[config.mk]
export PLATFORM = sky130hd
export DESIGN_NAME = spi_fifo_dma_ctl
export DESIGN_NICKNAME = d
export VERILOG_FILES = /design/src/rtl/spi_fifo_dma_pkg.sv /design/src/rtl/spi_byte_fifo.sv /design/src/rtl/spi_w1c_flags.sv /design/src/rtl/spi_rx_stall_fsm.sv /design/src/rtl/spi_fifo_dma_ctl.sv
export SDC_FILE = /design/constraint.sdc
export NUM_CORES = 1
export LEC_CHECK = 0
export ABC_CLOCK_PERIOD_IN_PS = 4400
export BUFFER_PORTS_ARGS = -buffer_cell sky130_fd_sc_hd__buf_2
export CORE_ASPECT_RATIO = 1.4
export CORE_UTILIZATION = 45
export CTS_CLUSTER_DIAMETER = 100
export CTS_CLUSTER_SIZE = 14
export DETAILED_ROUTE_END_ITERATION = 6
export SLEW_MARGIN = 30
export SYNTH_ARGS = -nofsm -noshare
export SYNTH_HDL_FRONTEND = slang
export SYNTH_HIERARCHICAL = 1
export SYNTH_SLANG_ARGS = --single-unit
export TNS_END_PERCENT = 1
[constraint.sdc]
create_clock -name clk_i -period 4.4 [get_ports clk_i]
set_clock_uncertainty 0.05 [all_clocks]
set_input_delay 0.44 -clock clk_i [delete_from_list [all_inputs] [get_ports clk_i]]
set_output_delay 0.44 -clock clk_i [all_outputs]
set_load 0.05 [all_outputs]
[src/rtl/spi_fifo_dma_pkg.sv]
package spi_fifo_dma_pkg;

    // Word addresses of the register port
    typedef enum logic {
        ADDR_CTRL  = 1'b0,
        ADDR_FLAGS = 1'b1
    } reg_addr_e;

    // Clock stall machine
    typedef enum logic {
        ST_FLOW = 1'b0,
        ST_HOLD = 1'b1
    } stall_state_e;

    // Control word field positions
    localparam int unsigned CF_RX_THR_LSB = 0;
    localparam int unsigned CF_TX_THR_LSB = 8;
    localparam int unsigned CF_DMA_EN     = 16;
    localparam int unsigned CF_FIFO_EN    = 17;
    localparam int unsigned CF_FLUSH      = 18;
    localparam int unsigned CF_TX_CNT_LSB = 24;

    // Flag word bit positions
    localparam int unsigned FL_TX_LVL = 0;
    localparam int unsigned FL_RX_LVL = 1;
    localparam int unsigned FL_RX_UND = 2;
    localparam int unsigned FL_RX_OVR = 3;
    localparam int unsigned FL_COUNT  = 4;

    localparam int unsigned REG_W = 32;

endpackage

[src/rtl/spi_byte_fifo.sv]
module spi_byte_fifo #(
    parameter int unsigned DEPTH = 32,
    parameter int unsigned WIDTH = 8,
    localparam int unsigned PTR_W = $clog2(DEPTH),
    localparam int unsigned CNT_W = $clog2(DEPTH + 1)
) (
    input  logic             clk_i,
    input  logic             rst_ni,
    input  logic             flush_i,
    input  logic             push_i,
    input  logic [WIDTH-1:0] wdata_i,
    input  logic             pop_i,
    output logic [WIDTH-1:0] rdata_o,
    output logic [CNT_W-1:0] count_o,
    output logic [CNT_W-1:0] count_nxt_o
);

    logic [WIDTH-1:0] mem_q [DEPTH];
    logic [PTR_W-1:0] wr_ptr_q, rd_ptr_q;
    logic [CNT_W-1:0] count_q;
    logic             full, empty, do_push, do_pop;

    function automatic logic [PTR_W-1:0] ptr_inc(input logic [PTR_W-1:0] p);
        return (p == PTR_W'(DEPTH - 1)) ? '0 : p + 1'b1;
    endfunction

    assign full    = (count_q == CNT_W'(DEPTH));
    assign empty   = (count_q == '0);
    assign do_push = push_i && !full && !flush_i;
    assign do_pop  = pop_i && !empty && !flush_i;

    always_comb begin
        count_nxt_o = count_q;
        if (flush_i) begin
            count_nxt_o = '0;
        end else if (do_push && !do_pop) begin
            count_nxt_o = count_q + 1'b1;
        end else if (do_pop && !do_push) begin
            count_nxt_o = count_q - 1'b1;
        end
    end

    always_ff @(posedge clk_i or negedge rst_ni) begin
        if (!rst_ni) begin
            wr_ptr_q <= '0;
            rd_ptr_q <= '0;
            count_q  <= '0;
        end else begin
            count_q <= count_nxt_o;
            if (flush_i) begin
                wr_ptr_q <= '0;
                rd_ptr_q <= '0;
            end else begin
                if (do_push) wr_ptr_q <= ptr_inc(wr_ptr_q);
                if (do_pop)  rd_ptr_q <= ptr_inc(rd_ptr_q);
            end
        end
    end

    always_ff @(posedge clk_i) begin
        if (do_push) mem_q[wr_ptr_q] <= wdata_i;
    end

    assign rdata_o = mem_q[rd_ptr_q];
    assign count_o = count_q;

endmodule

[src/rtl/spi_w1c_flags.sv]
module spi_w1c_flags #(
    parameter int unsigned N = 4
) (
    input  logic         clk_i,
    input  logic         rst_ni,
    input  logic [N-1:0] set_i,
    input  logic [N-1:0] clr_i,
    input  logic [N-1:0] kill_i,
    output logic [N-1:0] flags_o
);

    logic [N-1:0] flags_q;

    // set beats a software clear; a kill beats both
    always_ff @(posedge clk_i or negedge rst_ni) begin
        if (!rst_ni) begin
            flags_q <= '0;
        end else begin
            flags_q <= ((flags_q & ~clr_i) | set_i) & ~kill_i;
        end
    end

    assign flags_o = flags_q;

endmodule

[src/rtl/spi_rx_stall_fsm.sv]
module spi_rx_stall_fsm
    import spi_fifo_dma_pkg::*;
#(
    parameter int unsigned DEPTH = 32,
    localparam int unsigned CNT_W = $clog2(DEPTH + 1)
) (
    input  logic             clk_i,
    input  logic             rst_ni,
    input  logic             master_i,
    input  logic [CNT_W-1:0] rx_cnt_nxt_i,
    output logic             stall_o
);

    stall_state_e state_q, state_d;
    logic         full_nxt;

    assign full_nxt = (rx_cnt_nxt_i == CNT_W'(DEPTH));

    always_comb begin
        state_d = state_q;
        unique case (state_q)
            ST_FLOW: if (master_i && full_nxt)    state_d = ST_HOLD;  // T_FILL
            ST_HOLD: if (!master_i || !full_nxt)  state_d = ST_FLOW;  // T_DRAIN
            default: state_d = ST_FLOW;
        endcase
    end

    always_ff @(posedge clk_i or negedge rst_ni) begin
        if (!rst_ni) state_q <= ST_FLOW;
        else         state_q <= state_d;
    end

    always_comb begin
        stall_o = (state_q == ST_HOLD);
    end

endmodule

[src/rtl/spi_fifo_dma_ctl.sv]
module spi_fifo_dma_ctl
    import spi_fifo_dma_pkg::*;
#(
    parameter int unsigned DEPTH      = 32,
    parameter int unsigned DATA_W     = 8,
    parameter int unsigned TX_THR_RST = 16
) (
    input  logic              clk_i,
    input  logic              rst_ni,
    input  logic              reg_wr_i,
    input  logic              reg_addr_i,
    input  logic [REG_W-1:0]  reg_wdata_i,
    output logic [REG_W-1:0]  reg_rdata_o,
    input  logic              master_i,
    input  logic              tx_push_i,
    input  logic [DATA_W-1:0] tx_wdata_i,
    input  logic              tx_pop_i,
    output logic [DATA_W-1:0] tx_data_o,
    input  logic              rx_push_i,
    input  logic [DATA_W-1:0] rx_wdata_i,
    input  logic              rx_pop_i,
    output logic [DATA_W-1:0] rx_data_o,
    output logic              tx_dma_req_o,
    output logic              rx_dma_req_o,
    output logic              stall_o
);

    localparam int unsigned THR_W = $clog2(DEPTH);
    localparam int unsigned CNT_W = $clog2(DEPTH + 1);

    logic [THR_W-1:0]    rx_thr_q, tx_thr_q;
    logic                tx_dma_en_q, tx_fifo_en_q;
    logic                ctrl_wr, flag_wr, tx_flush;
    logic [CNT_W-1:0]    tx_cnt, rx_cnt, rx_cnt_nxt, unused_tx_cnt_nxt;
    logic                rx_full, rx_empty, tx_lvl, rx_lvl;
    logic [FL_COUNT-1:0] flag_set, flag_clr, flag_kill, flags;
    logic                unused_wdata;

    assign ctrl_wr  = reg_wr_i && (reg_addr_i == ADDR_CTRL);
    assign flag_wr  = reg_wr_i && (reg_addr_i == ADDR_FLAGS);
    assign tx_flush = ctrl_wr && reg_wdata_i[CF_FLUSH];
    assign unused_wdata = ^reg_wdata_i;

    always_ff @(posedge clk_i or negedge rst_ni) begin
        if (!rst_ni) begin
            rx_thr_q     <= '0;
            tx_thr_q     <= THR_W'(TX_THR_RST);
            tx_dma_en_q  <= 1'b0;
            tx_fifo_en_q <= 1'b0;
        end else if (ctrl_wr) begin
            rx_thr_q     <= reg_wdata_i[CF_RX_THR_LSB +: THR_W];
            tx_thr_q     <= reg_wdata_i[CF_TX_THR_LSB +: THR_W];
            tx_dma_en_q  <= reg_wdata_i[CF_DMA_EN];
            tx_fifo_en_q <= reg_wdata_i[CF_FIFO_EN];
        end
    end

    spi_byte_fifo #(.DEPTH(DEPTH), .WIDTH(DATA_W)) u_tx_fifo (
        .clk_i       (clk_i),
        .rst_ni      (rst_ni),
        .flush_i     (tx_flush),
        .push_i      (tx_push_i && tx_fifo_en_q),
        .wdata_i     (tx_wdata_i),
        .pop_i       (tx_pop_i),
        .rdata_o     (tx_data_o),
        .count_o     (tx_cnt),
        .count_nxt_o (unused_tx_cnt_nxt)
    );

    spi_byte_fifo #(.DEPTH(DEPTH), .WIDTH(DATA_W)) u_rx_fifo (
        .clk_i       (clk_i),
        .rst_ni      (rst_ni),
        .flush_i     (1'b0),
        .push_i      (rx_push_i),
        .wdata_i     (rx_wdata_i),
        .pop_i       (rx_pop_i),
        .rdata_o     (rx_data_o),
        .count_o     (rx_cnt),
        .count_nxt_o (rx_cnt_nxt)
    );

    assign rx_full  = (rx_cnt == CNT_W'(DEPTH));
    assign rx_empty = (rx_cnt == '0);
    assign tx_lvl   = (tx_cnt < CNT_W'(tx_thr_q));
    assign rx_lvl   = (rx_cnt > CNT_W'(rx_thr_q));

    assign tx_dma_req_o = tx_dma_en_q && tx_lvl;
    assign rx_dma_req_o = rx_lvl;

    always_comb begin
        flag_set            = '0;
        flag_set[FL_TX_LVL] = tx_lvl;
        flag_set[FL_RX_LVL] = rx_lvl;
        flag_set[FL_RX_UND] = rx_pop_i && rx_empty;
        flag_set[FL_RX_OVR] = rx_push_i && rx_full && !master_i;
        flag_clr            = flag_wr ? reg_wdata_i[FL_COUNT-1:0] : '0;
        flag_kill            = '0;
        flag_kill[FL_TX_LVL] = tx_flush;
    end

    spi_w1c_flags #(.N(FL_COUNT)) u_flags (
        .clk_i   (clk_i),
        .rst_ni  (rst_ni),
        .set_i   (flag_set),
        .clr_i   (flag_clr),
        .kill_i  (flag_kill),
        .flags_o (flags)
    );

    spi_rx_stall_fsm #(.DEPTH(DEPTH)) u_stall (
        .clk_i        (clk_i),
        .rst_ni       (rst_ni),
        .master_i     (master_i),
        .rx_cnt_nxt_i (rx_cnt_nxt),
        .stall_o      (stall_o)
    );

    always_comb begin
        reg_rdata_o = '0;
        unique case (reg_addr_i)
            ADDR_CTRL: begin
                reg_rdata_o[CF_RX_THR_LSB +: THR_W] = rx_thr_q;
                reg_rdata_o[CF_TX_THR_LSB +: THR_W] = tx_thr_q;
                reg_rdata_o[CF_DMA_EN]              = tx_dma_en_q;
                reg_rdata_o[CF_FIFO_EN]             = tx_fifo_en_q;
                reg_rdata_o[CF_TX_CNT_LSB +: CNT_W] = tx_cnt;
            end
            ADDR_FLAGS: reg_rdata_o[FL_COUNT-1:0] = flags;
            default: reg_rdata_o = '0;
        endcase
    end

endmodule

==> results of run 1 <==
==> cell families (layout without fill, tap and decap cells) <==
| logic type | Yosys count | count (layout) |
|---|---|---|
| xor+xnor | 2 | 2 |
| other cells | 1 | 20 |
| flops | 561 | 561 |
| simple gates | 261 | 261 |
| buf+inv | 108 | 196 |
| fa+ha+maj | 29 | 29 |
| mux | 151 | 151 |
| compound gates | 146 | 146 |
==> routing by layer <==
| layer | up-vias | part of all wire, % | global-route usage, % |
|---|---|---|---|
| li1 | 5214 | - | - |
| met1 | 6088 | 38 | 22.1 |
| met2 | 290 | 55 | 35.4 |
| met3 | 91 | 3.8 | 2.80 |
| met4 | 0 | 3.0 | 5.92 |
| met5 | - | 0 | 0 |
==> layout make-up <==
cell class                      instances  area, sq um
Fill cell                            4116        24800
Inverter                               30          113
Multi-Input combinational cell        609         5970
Tap cell                              643          805
Sequential cell                       561        16600
Clock inverter                          2         25.0
Timing Repair Buffer                   99          633
Clock buffer                           65         1240
==> synthesized netlist by cell type (all sizes together), types with 16 or more instances <==
cell type and instances:
edfxtp 512, mux4 128, nor2 97, o22ai 64, buf 51, dfrtp 48
nand2 42, inv 30, ha 29, a21oi 27, clkbuf 27, o21ai 24
nor4 20, nor2b 16
==> stage by stage <==
step / cells / hold slack [ns] / setup slack, ns / power, mW
final: 2009 / 0.0398 / 0.809 / 13.1
after global routing: 2009 / 0.0225 / 0.614 / 13.7
after CTS: 2008 / 0.00285 / 0.605 / 13.3
after detailed placement: 1936 / 0.448 / 0.934 / 9.52
after global placement: 1936 / 0.447 / 1.07 / 9.47
after floorplan: 1278 / 0.0944 / 1.10 / 8.71
==> worst max path at each step <==
stage | depth (start not counted) | slack (ns) | to
after global placement | 6 | 1.07 | u_tx_fifo/mem_q[25][4]
after global routing | 6 | 0.61 | tx_data_o[5]
final | 6 | 0.81 | tx_data_o[5]
after detailed placement | 6 | 0.93 | u_tx_fifo/mem_q[1][5]
after floorplan | 6 | 1.10 | rx_data_o[6]
after CTS | 5 | 0.61 | tx_data_o[5]
==> state kept, by name, indices dropped and copies added (netlist names) <==
signal / flops
tx_dma_en_q: 1
u_flags/flags_o: 4
u_tx_fifo/wr_ptr_q: 5
tx_fifo_en_q: 1
u_tx_fifo/count_o: 6
tx_thr_q: 5
u_tx_fifo/rd_ptr_q: 5
u_stall/stall_o: 1
u_rx_fifo/mem_q: 256
rx_thr_q: 5
u_rx_fifo/rd_ptr_q: 5
u_tx_fifo/mem_q: 256
u_rx_fifo/count_o: 6
u_rx_fifo/wr_ptr_q: 5
==> worst register-to-register path: stages (launching register included) <==
cell,delay (ns)
dfrtp_1,0.52
inv_1,0.11
ha_1,0.25
nor4b_4,0.16
a211oi_1,0.74
nand2_1,0.50
nor2_1,0.77
==> power groups by stage <==
| stage | logic (mW) | clock network (mW) | registers [mW] |
|---|---|---|---|
| global route | 3.25 | 4.01 | 6.41 |
| floorplan | 2.52 | 0 | 6.19 |
| global placement | 2.94 | 0 | 6.53 |
| detailed placement | 2.97 | 0 | 6.55 |
| finish | 3.03 | 3.73 | 6.36 |
| CTS | 2.99 | 3.83 | 6.44 |
==> results.sh, run 1 <==
export IMPL_area_growth_pct=10.2
export IMPL_whs_path_depth=3
export IMPL_slowest_delay_ns=0.69
export IMPL_grtUsageTotal_pct=18.9
export IMPL_hold_violations=0
export IMPL_post_route_util_pct=50.6
export IMPL_clockRootBuffer="clkbuf_16"
export IMPL_nNetsFinal=1433
export IMPL_setup_tns_ns=0
export IMPL_core_rowCount=97
export IMPL_fin_area_sq_um=25400
export IMPL_async_flop_share_pct=8.73
export IMPL_grt_setup_unrepaired="false"
export IMPL_crit_slowest_cell="dfrtp_4"
export IMPL_cp_cell_sequence="buf_12, buf_12, mux4_2, o22ai_1, nor4_1, buf_2"
export IMPL_synth_cells=1259
export IMPL_cap_violations=0
export IMPL_cp_data_arrival_time_ns=3.10
export IMPL_cts_resized=0
export IMPL_synth_compound_area_share_pct=4.06
export IMPL_p_comb_share_pct=23.1
export IMPL_routed_wirelength_mm=48.5
export IMPL_yosysSeqAreaShare_pct=72.0
export IMPL_grt_pass1_vias=12200
export IMPL_ant_nets=0
export IMPL_ctsHtreeMaxLevel=2
export IMPL_setup_viol=0
export IMPL_coreArea_sq_um=50200
export IMPL_ir_drop_mv=0.540
export IMPL_setup_worst_path_class="reg -> out"
export IMPL_worst_slew_pin_slew_ns=0.874
export IMPL_required_ns=3.91
export IMPL_powerDensity_nw_per_um2=517
export IMPL_globalplace_congestion=0.813
export IMPL_p_sw_mw=3.95
export IMPL_seqPwrFrac_pct=48.5
export IMPL_clk_path_buf_depth=3
export IMPL_num_vias=11700
export IMPL_synthSimpleGateAreaFrac_pct=6.26
export IMPL_mostFrequentLayoutCell="edfxtp_1"
export IMPL_clockPowerShare_pct=28.4
export IMPL_final_cell_mix="edfxtp_1, mux4_2, nor2_1"
export IMPL_cp_top_family="buffers and inverters"
export IMPL_startpoint="u_tx_fifo/rd_ptr_q[1]"
export IMPL_synthTopCellsByArea="edfxtp_1, mux4_2, dfrtp_1"
export IMPL_ys_warnings_count=6
export IMPL_syn_area_sq_um=23000
export IMPL_timing_slew_headroom_pct=41.5
export IMPL_fmax_ghz=0.278
export IMPL_drt_initial_drc_count=743
export IMPL_timing_final_crit_share_pct=81.6
export IMPL_die_w_um=193
export IMPL_wl_per_cell_um=24.2
export IMPL_fp_dieH_um=270
export IMPL_place_area_sq_um=24100
export IMPL_r2r_cells=6
export IMPL_cp_max_fo=25
export IMPL_start_util_pct=45.9
export IMPL_grt_antenna_before_repair=0
export IMPL_hold_start="reg_wdata_i[10]"
export IMPL_reg2reg_to="u_tx_fifo/mem_q[1][0]"
export IMPL_critPathLaunchType="flop"
export IMPL_synth_xor_area_share_pct=0.0760
export IMPL_port_buffers=74
export IMPL_cp_end_kind="output pin"
export IMPL_netlist_top_cell_by_area="edfxtp_1"
export IMPL_p_leak_nw=8.23
export IMPL_drc=7
export IMPL_path_common_cell="buf_12"
export IMPL_hold_path_class="in -> reg"
export IMPL_syn_area_per_cell_sq_um=18.3
export IMPL_synthFlopType="edfxtp_1"
export IMPL_crit_buf_inv=3
export IMPL_cts_buffers=46
export IMPL_io_pins=108
export IMPL_p_int_mw=9.17
export IMPL_synth_top_area_share_pct=66.7
export IMPL_violations="DRC"
export IMPL_whs_endpoint="tx_thr_q[2]"
export IMPL_grt_max_degree=50
export IMPL_final_max_slew_viol_count=0
export IMPL_cts_hold_buf=5
export IMPL_grt_ovfl_total=0
export IMPL_ff2ff_setup_slack_ns=0.91
export IMPL_num_antenna_cells=0
export IMPL_grt_first_pass_wirelength_mm=73.9
export IMPL_ys_ff_latch=561
export IMPL_first_pass_iters=7
export IMPL_layout_drive_gt1_share_pct=23.5
export IMPL_cts_tree="yes"
export IMPL_synth_edff_count=512
export IMPL_switching_share_pct=30.1
export IMPL_dieArea_sq_um=52100
export IMPL_clk_latency_ns=0.58
export IMPL_synth_cell_types=55
export IMPL_cts_sinks=561
export IMPL_synth_top_family_by_area="multiplexers"
export IMPL_cts_clk_slew_worst_paths_ns=0.06
export IMPL_synth_mux_area_share_pct=13.6
export IMPL_reg2reg_from="u_tx_fifo/count_o[0]"
export IMPL_cts_setup_buffers=0
export IMPL_min_period_ns=3.59
export IMPL_status="finished, violations left"
export IMPL_vias_per_cell=5.82
export IMPL_hpwl_mm=31.3
export IMPL_synthAdderAreaFrac_pct=1.57
(Power assumes the default switching activity.)
==> run 2, diff against run 1 <==
Settings changed: ABC_AREA set to 1, ABC_CLOCK_PERIOD_IN_PS 4400 to 3600.
Clock period 4.4 ns to 3.6 ns, I/O delays scaled along.
==> results.sh, run 2 <==
export IMPL_core_rowCount=100
export IMPL_netlist_top_cell_by_area="edfxtp_1"
export IMPL_start_util_pct=45.8
export IMPL_yosysSeqAreaShare_pct=67.7
export IMPL_io_pins=108
export IMPL_regArea_sq_um=16600
export IMPL_routed_wirelength_mm=57.8
export IMPL_ctsHtreeMaxLevel=2
export IMPL_synthFlopType="edfxtp_1"
export IMPL_crit_slowest_cell="clkinv_2"
export IMPL_slowest_delay_ns=0.55
export IMPL_num_antenna_cells=0
export IMPL_cts_tree="yes"
export IMPL_holdWs_ns=0.0411
export IMPL_powerDensity_nw_per_um2=621
export IMPL_synth_top_area_share_pct=62.7
export IMPL_cp_cell_sequence="clkinv_2, buf_12, nand2_1, nand3_1, nand3_1, nand2_1, nand2_1, nand2_1, nand2_1, nand2_1, buf_2"
export IMPL_ant_nets=0
export IMPL_coreArea_sq_um=53600
export IMPL_syn_area_sq_um=24500
export IMPL_grt_first_pass_wirelength_mm=89.6
export IMPL_min_period_ns=3.37
export IMPL_fillers=4870
export IMPL_fin_area_sq_um=27200
export IMPL_synth_common_cells="nand2_1, edfxtp_1, nand3_1"
export IMPL_cp_max_fo=44
export IMPL_reg2reg_to="u_rx_fifo/mem_q[24][5]"
export IMPL_required_ns=3.19
export IMPL_p_leak_nw=10.5
export IMPL_layout_drive_gt1_share_pct=9.52
export IMPL_cp_data_arrival_time_ns=2.96
export IMPL_async_flop_share_pct=8.73
export IMPL_r2r_cells=7
export IMPL_synth_cell_types=35
export IMPL_setup_slack_ns=0.229
export IMPL_path_common_cell="nand2_1"
export IMPL_cp_end_kind="output pin"
export IMPL_dieArea_sq_um=55400
export IMPL_dp_slack_ns=0.602
export IMPL_cts_setup_buffers=0
export IMPL_cts_clk_slew_worst_paths_ns=0.07
export IMPL_wl_per_cell_um=18.3
export IMPL_final_max_slew_viol_count=0
export IMPL_hold_start="reg_wdata_i[3]"
export IMPL_p_total_mw=16.9
export IMPL_grtUsageTotal_pct=21.3
export IMPL_drc=0
export IMPL_clk_latency_ns=0.59
export IMPL_fp_dieH_um=278
export IMPL_ys_ff_latch=561
export IMPL_grt_max_degree=131
export IMPL_drt_initial_drc_count=1176
export IMPL_ir_drop_mv=0.579
export IMPL_crit_buf_inv=3
export IMPL_mostFrequentLayoutCell="nand2_1"
export IMPL_hold_path_class="in -> reg"
export IMPL_synthTopCellsByArea="edfxtp_1, nand2_1, nand3_1"
export IMPL_stdcell_count=3150
export IMPL_ys_warnings_count=6
export IMPL_grt_ovfl_total=0
export IMPL_cts_buffers=46
export IMPL_timing_slew_headroom_pct=45.8
export IMPL_yosysMostFrequentCell="nand2_1"
export IMPL_final_cell_mix="nand2_1, edfxtp_1, nand3_1"
export IMPL_globalplace_congestion=0.856
export IMPL_whs_path_depth=3
export IMPL_cts_sinks=561
export IMPL_synth_cells=2310
export IMPL_grt_pass1_vias=16200
export IMPL_whs_endpoint="rx_thr_q[3]"
export IMPL_clockRootBuffer="clkbuf_16"
export IMPL_top_regs="u_rx_fifo/mem_q x256, u_tx_fifo/mem_q x256"
export IMPL_ff2ff_setup_slack_ns=0.70
export IMPL_timing_final_crit_share_pct=93.6
export IMPL_clk_path_buf_depth=3
export IMPL_first_pass_iters=5
export IMPL_die_w_um=199
export IMPL_place_area_sq_um=25700
export IMPL_setup_viol=0
export IMPL_worst_slew_pin_slew_ns=0.813
export IMPL_area_growth_pct=10.9
export IMPL_grt_setup_unrepaired="false"
export IMPL_setup_tns_ns=0
export IMPL_reg2reg_from="u_rx_fifo/count_o[0]"
export IMPL_port_buffers=74
export IMPL_post_route_util_pct=50.8
export IMPL_hold_violations=0
export IMPL_status="complete, no violations"
export IMPL_dp_cells=3053
export IMPL_grt_antenna_before_repair=0
export IMPL_setup_worst_path_class="reg -> out"
export IMPL_syn_area_per_cell_sq_um=10.6
export IMPL_hpwl_mm=35.7
export IMPL_cp_top_family="buffers and inverters"
export IMPL_fmax_ghz=0.297
export IMPL_cap_violations=0
export IMPL_nNetsFinal=2485
export IMPL_critPathLaunchType="flop"
export IMPL_synth_edff_count=512
export IMPL_multiInputGateArea_sq_um=6940
export IMPL_num_vias=16400
export IMPL_vias_per_cell=5.21
-- run 2: metal layers --
layer	global-route usage, %	share of wire, %	up-vias
li1	-	-	7985
met1	24.6	38	7902
met2	39.1	53	407
met3	2.65	4.1	129
met4	9.05	4.1	0
met5	0	0	-
-- run 2: worst max-delay path by stage --
stage	start	end	cells past startpoint
4_1_cts	u_rx_fifo/rd_ptr_q[0]	rx_data_o[4]	11
6_report	u_rx_fifo/rd_ptr_q[0]	rx_data_o[5]	11
3_3_place_gp	reg_addr_i	u_tx_fifo/mem_q[9][5]	10
3_5_place_dp	reg_addr_i	u_tx_fifo/mem_q[9][5]	10
5_1_grt	u_rx_fifo/rd_ptr_q[0]	rx_data_o[5]	11
2_1_floorplan	tx_thr_q[4]	tx_dma_req_o	7
-- run 2: worst reg2reg max path, cell delays in order, from the launching register on --
cell,delay [ns]
dfrtp_1,0.45
inv_1,0.15
ha_1,0.28
nand3_2,0.10
nand3_2,0.12
inv_2,0.22
nand2_1,0.40
nor2_1,0.74
-- run 2: area by class of cell --
cell class	count	area share (%)
Clock inverter	3	0.179
Multi-Input combinational cell	1552	25.5
Sequential cell	561	61.1
Tap cell	714	3.29
Clock buffer	82	4.81
Inverter	89	1.24
Timing Repair Buffer	149	3.86
-- run 2: kinds of logic (layout without fill, tap and decap cells) --
group | count (synthesis) | after routing | share of synthesized area (%)
AOI/OAI and AO/OA | 53 | 53 | 1.21
DFF | 561 | 561 | 67.7
other | 1 | 23 | 0.0153
adders and majority gates | 29 | 29 | 1.48
buffers and inverters | 219 | 323 | 4.32
and+or+nand+nor | 1437 | 1437 | 24.9
xor gates and xnor gates | 10 | 10 | 0.357
-- run 2: timing repair --
action,4_1_cts,5_1_grt
hold buffers,12,0
hold endpoints to repair,41,0
gates resized for setup,0,0
endpoints found under the setup margin,0,0
-- run 2: power by group --
group,switching [mW],internal (mW)
clock network,2.23,2.47
registers,0.221,7.30
logic,3.40,1.26
